**src/rtl/cart_mapper_pkg.sv**
```systemverilog
// Shared types for the cartridge mapper.
// Assumes: a read resolves to exactly one target.
package cart_mapper_pkg;
    typedef enum logic [1:0] {
        TGT_OPEN = 2'd0,
        TGT_ROM  = 2'd1,
        TGT_SRAM = 2'd2
    } tgt_e;
endpackage

```
**src/rtl/cart_decode.sv**
```systemverilog
// Address decoder: picks the target of a word access and forms the ROM and
// SRAM word addresses. SRAM window is checked first, then ROM space.
// Assumes: BUS_AW > ROM_AW > LOW_WIN_AW, SRAM_WIN_AW >= SRAM_AW.
module cart_decode
    import cart_mapper_pkg::*;
#(
    parameter int BUS_AW      = 23,
    parameter int ROM_AW      = 21,
    parameter int SRAM_AW     = 14,
    parameter int SRAM_WIN_AW = 15,
    parameter int LOW_WIN_AW  = 17,
    parameter int CTL_AW      = 7,
    parameter logic [BUS_AW-1:0] SRAM_BASE_W = 23'h200000,
    parameter logic [BUS_AW-1:0] CTL_BASE_W  = 23'h000700,
    parameter logic [ROM_AW-1:0] SWAP_BASE_W = 21'h1C0000
) (
    input  logic [BUS_AW-1:0]  waddr,
    input  logic               view_hi,
    input  logic               sram_en,
    output tgt_e               tgt,
    output logic [ROM_AW-1:0]  rom_addr,
    output logic [SRAM_AW-1:0] sram_addr,
    output logic               ctl_hit
);
    localparam int ROM_TAG_W  = BUS_AW - ROM_AW;
    localparam int LOW_TAG_W  = ROM_AW - LOW_WIN_AW;

    logic sram_hit;
    logic rom_hit;
    logic low_hit;

    // Window hits for SRAM, ROM space, the swappable low window and control.
    always_comb begin
        sram_hit = sram_en &&
                   (waddr[BUS_AW-1:SRAM_WIN_AW] == SRAM_BASE_W[BUS_AW-1:SRAM_WIN_AW]);
        rom_hit  = (waddr[BUS_AW-1:ROM_AW] == ROM_TAG_W'(0));
        low_hit  = rom_hit && (waddr[ROM_AW-1:LOW_WIN_AW] == LOW_TAG_W'(0));
        ctl_hit  = (waddr[BUS_AW-1:CTL_AW] == CTL_BASE_W[BUS_AW-1:CTL_AW]);
    end

    // Target priority: SRAM before ROM, open bus otherwise.
    always_comb begin
        if (sram_hit)     tgt = TGT_SRAM;
        else if (rom_hit) tgt = TGT_ROM;
        else              tgt = TGT_OPEN;
    end

    // ROM address: low window relocated when the view bit is set.
    always_comb begin
        if (low_hit && view_hi)
            rom_addr = SWAP_BASE_W + ROM_AW'(waddr[LOW_WIN_AW-1:0]);
        else
            rom_addr = waddr[ROM_AW-1:0];
    end

    // SRAM address: low bits only, mirroring the array across its window.
    assign sram_addr = waddr[SRAM_AW-1:0];
endmodule

```
**src/rtl/cart_mode_reg.sv**
```systemverilog
// View register: one bit loaded from a data bit on writes to the control
// window, cleared by reset.
// Assumes: wr_en is a single-cycle write strobe from the bus.
module cart_mode_reg (
    input  logic clk,
    input  logic rst_n,
    input  logic wr_en,
    input  logic ctl_hit,
    input  logic wbit,
    output logic view_hi
);
    // Load the view bit on a control write, hold otherwise.
    always_ff @(posedge clk) begin
        if (!rst_n)                view_hi <= 1'b0;
        else if (wr_en && ctl_hit) view_hi <= wbit;
    end


    view_load_chk: assert property (@(posedge clk) disable iff (!rst_n)
        (wr_en && ctl_hit) |=> (view_hi == $past(wbit)));


    view_hold_chk: assert property (@(posedge clk) disable iff (!rst_n)
        !(wr_en && ctl_hit) |=> $stable(view_hi));
endmodule

```
**src/rtl/cart_rdata_reg.sv**
```systemverilog
// Read data register: captures the selected target's word on a read and
// holds it otherwise; open bus reads all ones.
// Assumes: target arrays return data in the request cycle.
module cart_rdata_reg
    import cart_mapper_pkg::*;
#(
    parameter int DW = 16
) (
    input  logic          clk,
    input  logic          rst_n,
    input  logic          rd_en,
    input  tgt_e          tgt,
    input  logic [DW-1:0] rom_data,
    input  logic [DW-1:0] sram_data,
    output logic [DW-1:0] rd_data
);
    // Register the read result, one cycle after the request.
    always_ff @(posedge clk) begin
        if (!rst_n) begin
            rd_data <= '1;
        end else if (rd_en) begin
            case (tgt)
                TGT_ROM:  rd_data <= rom_data;
                TGT_SRAM: rd_data <= sram_data;
                default:  rd_data <= '1;
            endcase
        end
    end


    open_read_chk: assert property (@(posedge clk) disable iff (!rst_n)
        (rd_en && tgt == TGT_OPEN) |=> (rd_data == '1));


    rdata_hold_chk: assert property (@(posedge clk) disable iff (!rst_n)
        !rd_en |=> $stable(rd_data));


    sram_read_chk: assert property (@(posedge clk) disable iff (!rst_n)
        (rd_en && tgt == TGT_SRAM) |=> (rd_data == $past(sram_data)));
endmodule

```
**src/rtl/cart_bank_mapper.sv**
```systemverilog
// Cartridge mapper top: decodes word accesses to ROM, SRAM or open bus,
// keeps the low-window view bit and gates SRAM writes.
// Assumes: cfg_* inputs static; bus_req is one cycle per access.
module cart_bank_mapper
    import cart_mapper_pkg::*;
#(
    parameter int BUS_AW      = 23,
    parameter int DW          = 16,
    parameter int ROM_AW      = 21,
    parameter int SRAM_AW     = 14,
    parameter int SRAM_WIN_AW = 15,
    parameter int LOW_WIN_AW  = 17,
    parameter int CTL_AW      = 7,
    parameter int VIEW_BIT    = 7,
    parameter logic [BUS_AW-1:0] SRAM_BASE_W = 23'h200000,
    parameter logic [BUS_AW-1:0] CTL_BASE_W  = 23'h000700,
    parameter logic [ROM_AW-1:0] SWAP_BASE_W = 21'h1C0000
) (
    input  logic               clk,
    input  logic               rst_n,
    input  logic               cfg_sram_en,
    input  logic               cfg_sram_ro,
    input  logic               bus_req,
    input  logic               bus_we,
    input  logic [BUS_AW-1:0]  bus_waddr,
    input  logic [DW-1:0]      bus_wdata,
    output logic [DW-1:0]      bus_rdata,
    output logic [ROM_AW-1:0]  rom_addr,
    input  logic [DW-1:0]      rom_rdata,
    output logic [SRAM_AW-1:0] sram_addr,
    output logic               sram_we,
    output logic [DW-1:0]      sram_wdata,
    input  logic [DW-1:0]      sram_rdata
);
    localparam int LOW_TAG_W = BUS_AW - LOW_WIN_AW;

    tgt_e tgt;
    logic ctl_hit;
    logic view_hi;
    logic wr_en;
    logic rd_en;

    // Split the request into read and write strobes.
    always_comb begin
        wr_en = bus_req && bus_we;
        rd_en = bus_req && !bus_we;
    end

    cart_decode #(
        .BUS_AW(BUS_AW), .ROM_AW(ROM_AW), .SRAM_AW(SRAM_AW),
        .SRAM_WIN_AW(SRAM_WIN_AW), .LOW_WIN_AW(LOW_WIN_AW), .CTL_AW(CTL_AW),
        .SRAM_BASE_W(SRAM_BASE_W), .CTL_BASE_W(CTL_BASE_W),
        .SWAP_BASE_W(SWAP_BASE_W)
    ) i_decode (
        .waddr     (bus_waddr),
        .view_hi   (view_hi),
        .sram_en   (cfg_sram_en),
        .tgt       (tgt),
        .rom_addr  (rom_addr),
        .sram_addr (sram_addr),
        .ctl_hit   (ctl_hit)
    );

    cart_mode_reg i_mode (
        .clk     (clk),
        .rst_n   (rst_n),
        .wr_en   (wr_en),
        .ctl_hit (ctl_hit),
        .wbit    (bus_wdata[VIEW_BIT]),
        .view_hi (view_hi)
    );

    cart_rdata_reg #(.DW(DW)) i_rdata (
        .clk       (clk),
        .rst_n     (rst_n),
        .rd_en     (rd_en),
        .tgt       (tgt),
        .rom_data  (rom_rdata),
        .sram_data (sram_rdata),
        .rd_data   (bus_rdata)
    );

    // SRAM write gating: window hit, not read-only; ROM never written.
    always_comb begin
        sram_we    = wr_en && (tgt == TGT_SRAM) && !cfg_sram_ro;
        sram_wdata = bus_wdata;
    end


    sram_we_gate_chk: assert property (@(posedge clk) disable iff (!rst_n)
        sram_we |-> (bus_req && bus_we && cfg_sram_en && !cfg_sram_ro));


    swap_window_chk: assert property (@(posedge clk) disable iff (!rst_n)
        (bus_req && view_hi && bus_waddr[BUS_AW-1:LOW_WIN_AW] == LOW_TAG_W'(0))
        |-> (rom_addr[ROM_AW-1:LOW_WIN_AW] == SWAP_BASE_W[ROM_AW-1:LOW_WIN_AW]));


    ctl_no_sram_chk: assert property (@(posedge clk) disable iff (!rst_n)
        (wr_en && ctl_hit) |-> !sram_we);
endmodule

```
**config.mk**
```make
export PLATFORM = sky130hd
export DESIGN_NAME = cart_bank_mapper
export DESIGN_NICKNAME = d
export VERILOG_FILES = /design/src/rtl/cart_mapper_pkg.sv /design/src/rtl/cart_decode.sv /design/src/rtl/cart_mode_reg.sv /design/src/rtl/cart_rdata_reg.sv /design/src/rtl/cart_bank_mapper.sv
export SDC_FILE = /design/constraint.sdc
export NUM_CORES = 1
export LEC_CHECK = 0
export ABC_AREA = 0
export BUFFER_PORTS_ARGS = -buffer_cell sky130_fd_sc_hd__buf_2
export CORE_MARGIN = 2
export CORE_UTILIZATION = 30
export CTS_CLUSTER_SIZE = 8
export DETAILED_ROUTE_END_ITERATION = 8
export HOLD_SLACK_MARGIN = 0.1
export MAX_ROUTING_LAYER = met4
export PLACE_DENSITY = 0.74
export RECOVER_POWER = 100
export SLEW_MARGIN = 20
export SYNTH_ARGS = -nofsm -noshare
export SYNTH_HDL_FRONTEND = slang
export SYNTH_HIERARCHICAL = 1
export SYNTH_SLANG_ARGS = --single-unit
```
**constraint.sdc**
```tcl
create_clock -name clk -period 4.9 [get_ports clk]
set_input_delay 1.225 -clock clk [delete_from_list [all_inputs] [get_ports clk]]
set_output_delay 1.225 -clock clk [all_outputs]
set_load 0.02 [all_outputs]
```
==> Implementation_results.wiki <==
{| class="wikitable"
! Metric !! Value
|-
| Unique masters post-synth || 24
|-
| Worst R2R Start || i_mode/view_hi
|-
| Max-slew headroom at the worst pin || 0.509
|-
| Die Wd || 69.8 um
|-
| Row cnt || 23
|-
| Count of buffers added by post-CTS timing repair for setup || 0
|-
| Worst Hold Endpoint || i_rdata/rd_data[10]
|-
| Synthesis-to-finish area growth || 3.28%
|-
| Largest fanout on the critical path || 3
|-
| Final standard cell utilization of the core || 0.328
|-
| Layout cells sized above 1 || 0.366
|-
| CTS root buffer || sky130_fd_sc_hd__clkbuf_8
|-
| I/O pin cnt || between 100 and 150
|-
| Setup slack of the most critical reg-to-reg path || 4280 ps
|-
| Startpoint of the tightest hold check path || i_rdata/rd_data[10]
|-
| Maximum number of pins on one net before global-route repair || 17
|-
| Count of warnings emitted by yosys || 6
|-
| CP startpoint kind || input port
|-
| Data required time at the worst endpoint || between 3000 and 4000 ps
|-
| Worst setup skew after layout || 0 ps
|-
| Final-report max-slew violation count || 0
|-
| Number of H-tree branching levels || 1
|-
| Path class of the lowest-slack min-delay path || flop to flop
|-
| Reg-to-reg critical path endpoint || i_mode/view_hi
|-
| Slew of the pin with the lowest slew margin || 737 ps
|-
| First-pass GRT wire length || ~4300 um
|-
| DRC violations left || 0
|-
| Per-instance average area after synthesis || 9.62 um2
|-
| Number of max-capacitance violations reported || 0
|-
| Cell count of the worst reg-to-reg path || 2
|-
| Worst ir drop on vdd || between 70 and 80 uV
|-
| Routability-driven placement congestion ratio || roughly 0.71
|-
| Initial DRC Count || 26
|-
| Wire length reported by the detailed router || approximately 2800 um
|-
| Worst setup slack before clock tree synthesis || between 1000 and 1500 ps
|-
| Antenna viol nets, final || 0
|-
| Final Critical Period || 3540 ps
|-
| Clock tree from TritonCTS || done
|-
| Number of hold-slack violations in the final timing report || 0
|-
| Data arrival time of the critical path || ~2300 ps
|-
| Number of synthesized register bits || 17
|-
| Post-CTS Hold Fix Bufs || 0
|-
| Avg WL per Cell || 12.3 um
|-
| Detailed-placement wirelength estimate || between 2000 and 2500 um
|-
| Clock-pin transition on the worst setup and hold timing paths || approximately 60 ps
|-
| Number of iterations in the first detailed-routing pass || 2
|-
| Proportion of synthesized chip area in sequential cells || 0.262
|-
| Area of the die || slightly below 0.005 mm2
|-
| Total nets after synthesis || 214
|-
| Kind of critical path || input port to output port
|-
| Antenna diode count || 0
|-
| Y dimension of the die || about 70 um
|-
| Post-route setup slack || 1360 ps
|-
| Status || finished clean
|-
| Antenna violations before repair || 0
|-
| Final total negative setup slack || 0 ps
|-
| Setup repair after global routing missed its margin || no
|-
| Count of port buffers added during placement || 93
|-
| Clock buffers created by TritonCTS || 3
|-
| Core box area || just over 0.004 mm2
|-
| Gate count of the mapped netlist || 135
|-
| Setup-failing EPs final || 0
|-
| Cell depth of the worst hold path || 1
|-
| Final layout net count || 255
|-
| Avg Vias per Cell || approximately 4.6
|-
| Number of gates resized after CTS || 0
|-
| Capturing element type of the critical path || output port
|-
| Starting utilization of the core area || 0.318
|-
| Number of sinks driven by the clock tree || 17
|-
| Total leakage power || around 0.57 nW
|-
| Clock latency reported for the late side of the worst-skew pair || approximately 240 ps
|-
| Max frequency || around 280 MHz
|-
| Cell area power density || roughly 240 mW/mm2
|-
| Cell area after synthesis || about 0.0013 mm2
|-
| Number of global-route vias before repair || between 900 and 1,000
|-
| Number of buffers between clock root and the deepest sink || 2
|-
| Via total after detailed routing || roughly 1,000
|-
| Remaining global-route overflow || 0
|-
| Portion of the clock cycle consumed by the worst path in the final layout || 0.723
|-
| Total Routing Usage GR || 0.110
|}
==> layout make-up <==
| type | count | area [um2] |
|---|---|---|
| fill | 460 | 2750 |
| multi-input combinational | 59 | 470 |
| timing repair buffer | 93 | 415 |
| sequential | 17 | 340 |
| tap | 50 | 62.6 |
| clock buffer | 4 | 45.0 |
| inverter | 2 | 7.51 |
==> synth_stat cells <==
cell type	count	area, um2
sky130_fd_sc_hd__nor2_1	5	18.8
sky130_fd_sc_hd__nand2b_1	2	12.5
sky130_fd_sc_hd__nor3_2	2	20.0
sky130_fd_sc_hd__inv_1	2	7.51
sky130_fd_sc_hd__and3b_1	1	8.76
sky130_fd_sc_hd__and2b_2	1	8.76
sky130_fd_sc_hd__a22oi_1	16	120
sky130_fd_sc_hd__nand3b_1	2	15.0
sky130_fd_sc_hd__nand2_1	4	15.0
sky130_fd_sc_hd__a2bb2oi_1	6	52.6
sky130_fd_sc_hd__ha_1	2	25.0
sky130_fd_sc_hd__nand4b_1	1	8.76
sky130_fd_sc_hd__a2bb2oi_2	10	150
sky130_fd_sc_hd__and3_1	1	6.26
sky130_fd_sc_hd__and2_4	1	8.76
sky130_fd_sc_hd__clkbuf_1	1	3.75
sky130_fd_sc_hd__nor4_2	1	12.5
sky130_fd_sc_hd__mux2i_1	1	10.0
sky130_fd_sc_hd__buf_6	5	56.3
sky130_fd_sc_hd__nand3_1	1	5.00
sky130_fd_sc_hd__buf_4	49	368
sky130_fd_sc_hd__or2b_1	2	15.0
sky130_fd_sc_hd__buf_2	2	10.0
sky130_fd_sc_hd__dfxtp_1	17	340
==> metrics by stage <==
step           total power, mW  instances  hold slack, ps  cell area, um2
2_1_floorplan            0.237        135             438            1300
3_3_place_gp             0.228        221             475            1390
3_5_place_dp             0.229        221             477            1390
4_1_cts                  0.336        225             489            1430
5_1_grt                  0.341        225             507            1340
6_report                 0.321        225             486            1340
==> worst max-delay path by stage <==
stage / start / to / cells past startpoint
finish: bus_waddr[22] / sram_we / 6
CTS: bus_waddr[22] / sram_we / 6
floorplan: bus_waddr[22] / sram_we / 5
detailed placement: bus_waddr[22] / sram_we / 6
global placement: bus_waddr[22] / sram_we / 6
global route: bus_waddr[22] / sram_we / 6
==> registers in the layout, summed over array words and instances (netlist names) <==
name	cells
i_mode/view_hi	1
i_rdata/rd_data	16
==> kinds of logic (layout without fill, tap and decap cells) <==
| kind of cell | Yosys count | after routing | synth area share |
|---|---|---|---|
| multiplexers | 1 | 1 | 0.00771 |
| adder cells (fa/ha/maj) | 2 | 2 | 0.0193 |
| AND/OR/NAND/NOR | 24 | 24 | 0.119 |
| buffers and inverters | 59 | 99 | 0.343 |
| flip-flops | 17 | 17 | 0.262 |
| AO/OA/AOI/OAI | 32 | 32 | 0.249 |
==> power by group <==
part           internal (mW)  switching (mW)  leakage, nW
clock network         0.0575          0.0446       0.0228
logic                 0.0331          0.0412        0.405
registers              0.142         0.00206        0.139
==> per-layer routing <==
metal	wire length [um]	vias up	share of wire	GRT usage
met5	0	-	0	-
met2	1300	54	0.47	0.192
li1	-	508	-	-
met4	24	0	0.0087	0.0406
met3	263	7	0.095	0.0334
met1	1170	465	0.43	0.117
==> placed cells by master (no fill, tap or decap), types with 3 or more instances in the layout <==
cell type / n
sky130_fd_sc_hd__a2bb2oi_1: 12
sky130_fd_sc_hd__clkbuf_8: 3
sky130_fd_sc_hd__a22oi_1: 16
sky130_fd_sc_hd__nand2_1: 4
sky130_fd_sc_hd__buf_2: 53
sky130_fd_sc_hd__a2bb2oi_2: 4
sky130_fd_sc_hd__clkbuf_1: 41
sky130_fd_sc_hd__nor2_1: 5
sky130_fd_sc_hd__dfxtp_1: 17
==> worst max-delay path: stages <==
cell,delay (ps)
sky130_fd_sc_hd__clkbuf_1,100
sky130_fd_sc_hd__nor3_1,230
sky130_fd_sc_hd__nand3_1,160
sky130_fd_sc_hd__nor2_1,200
sky130_fd_sc_hd__and3_1,170
sky130_fd_sc_hd__clkbuf_1,230
No activity file was read; power rests on OpenSTA's default activity.
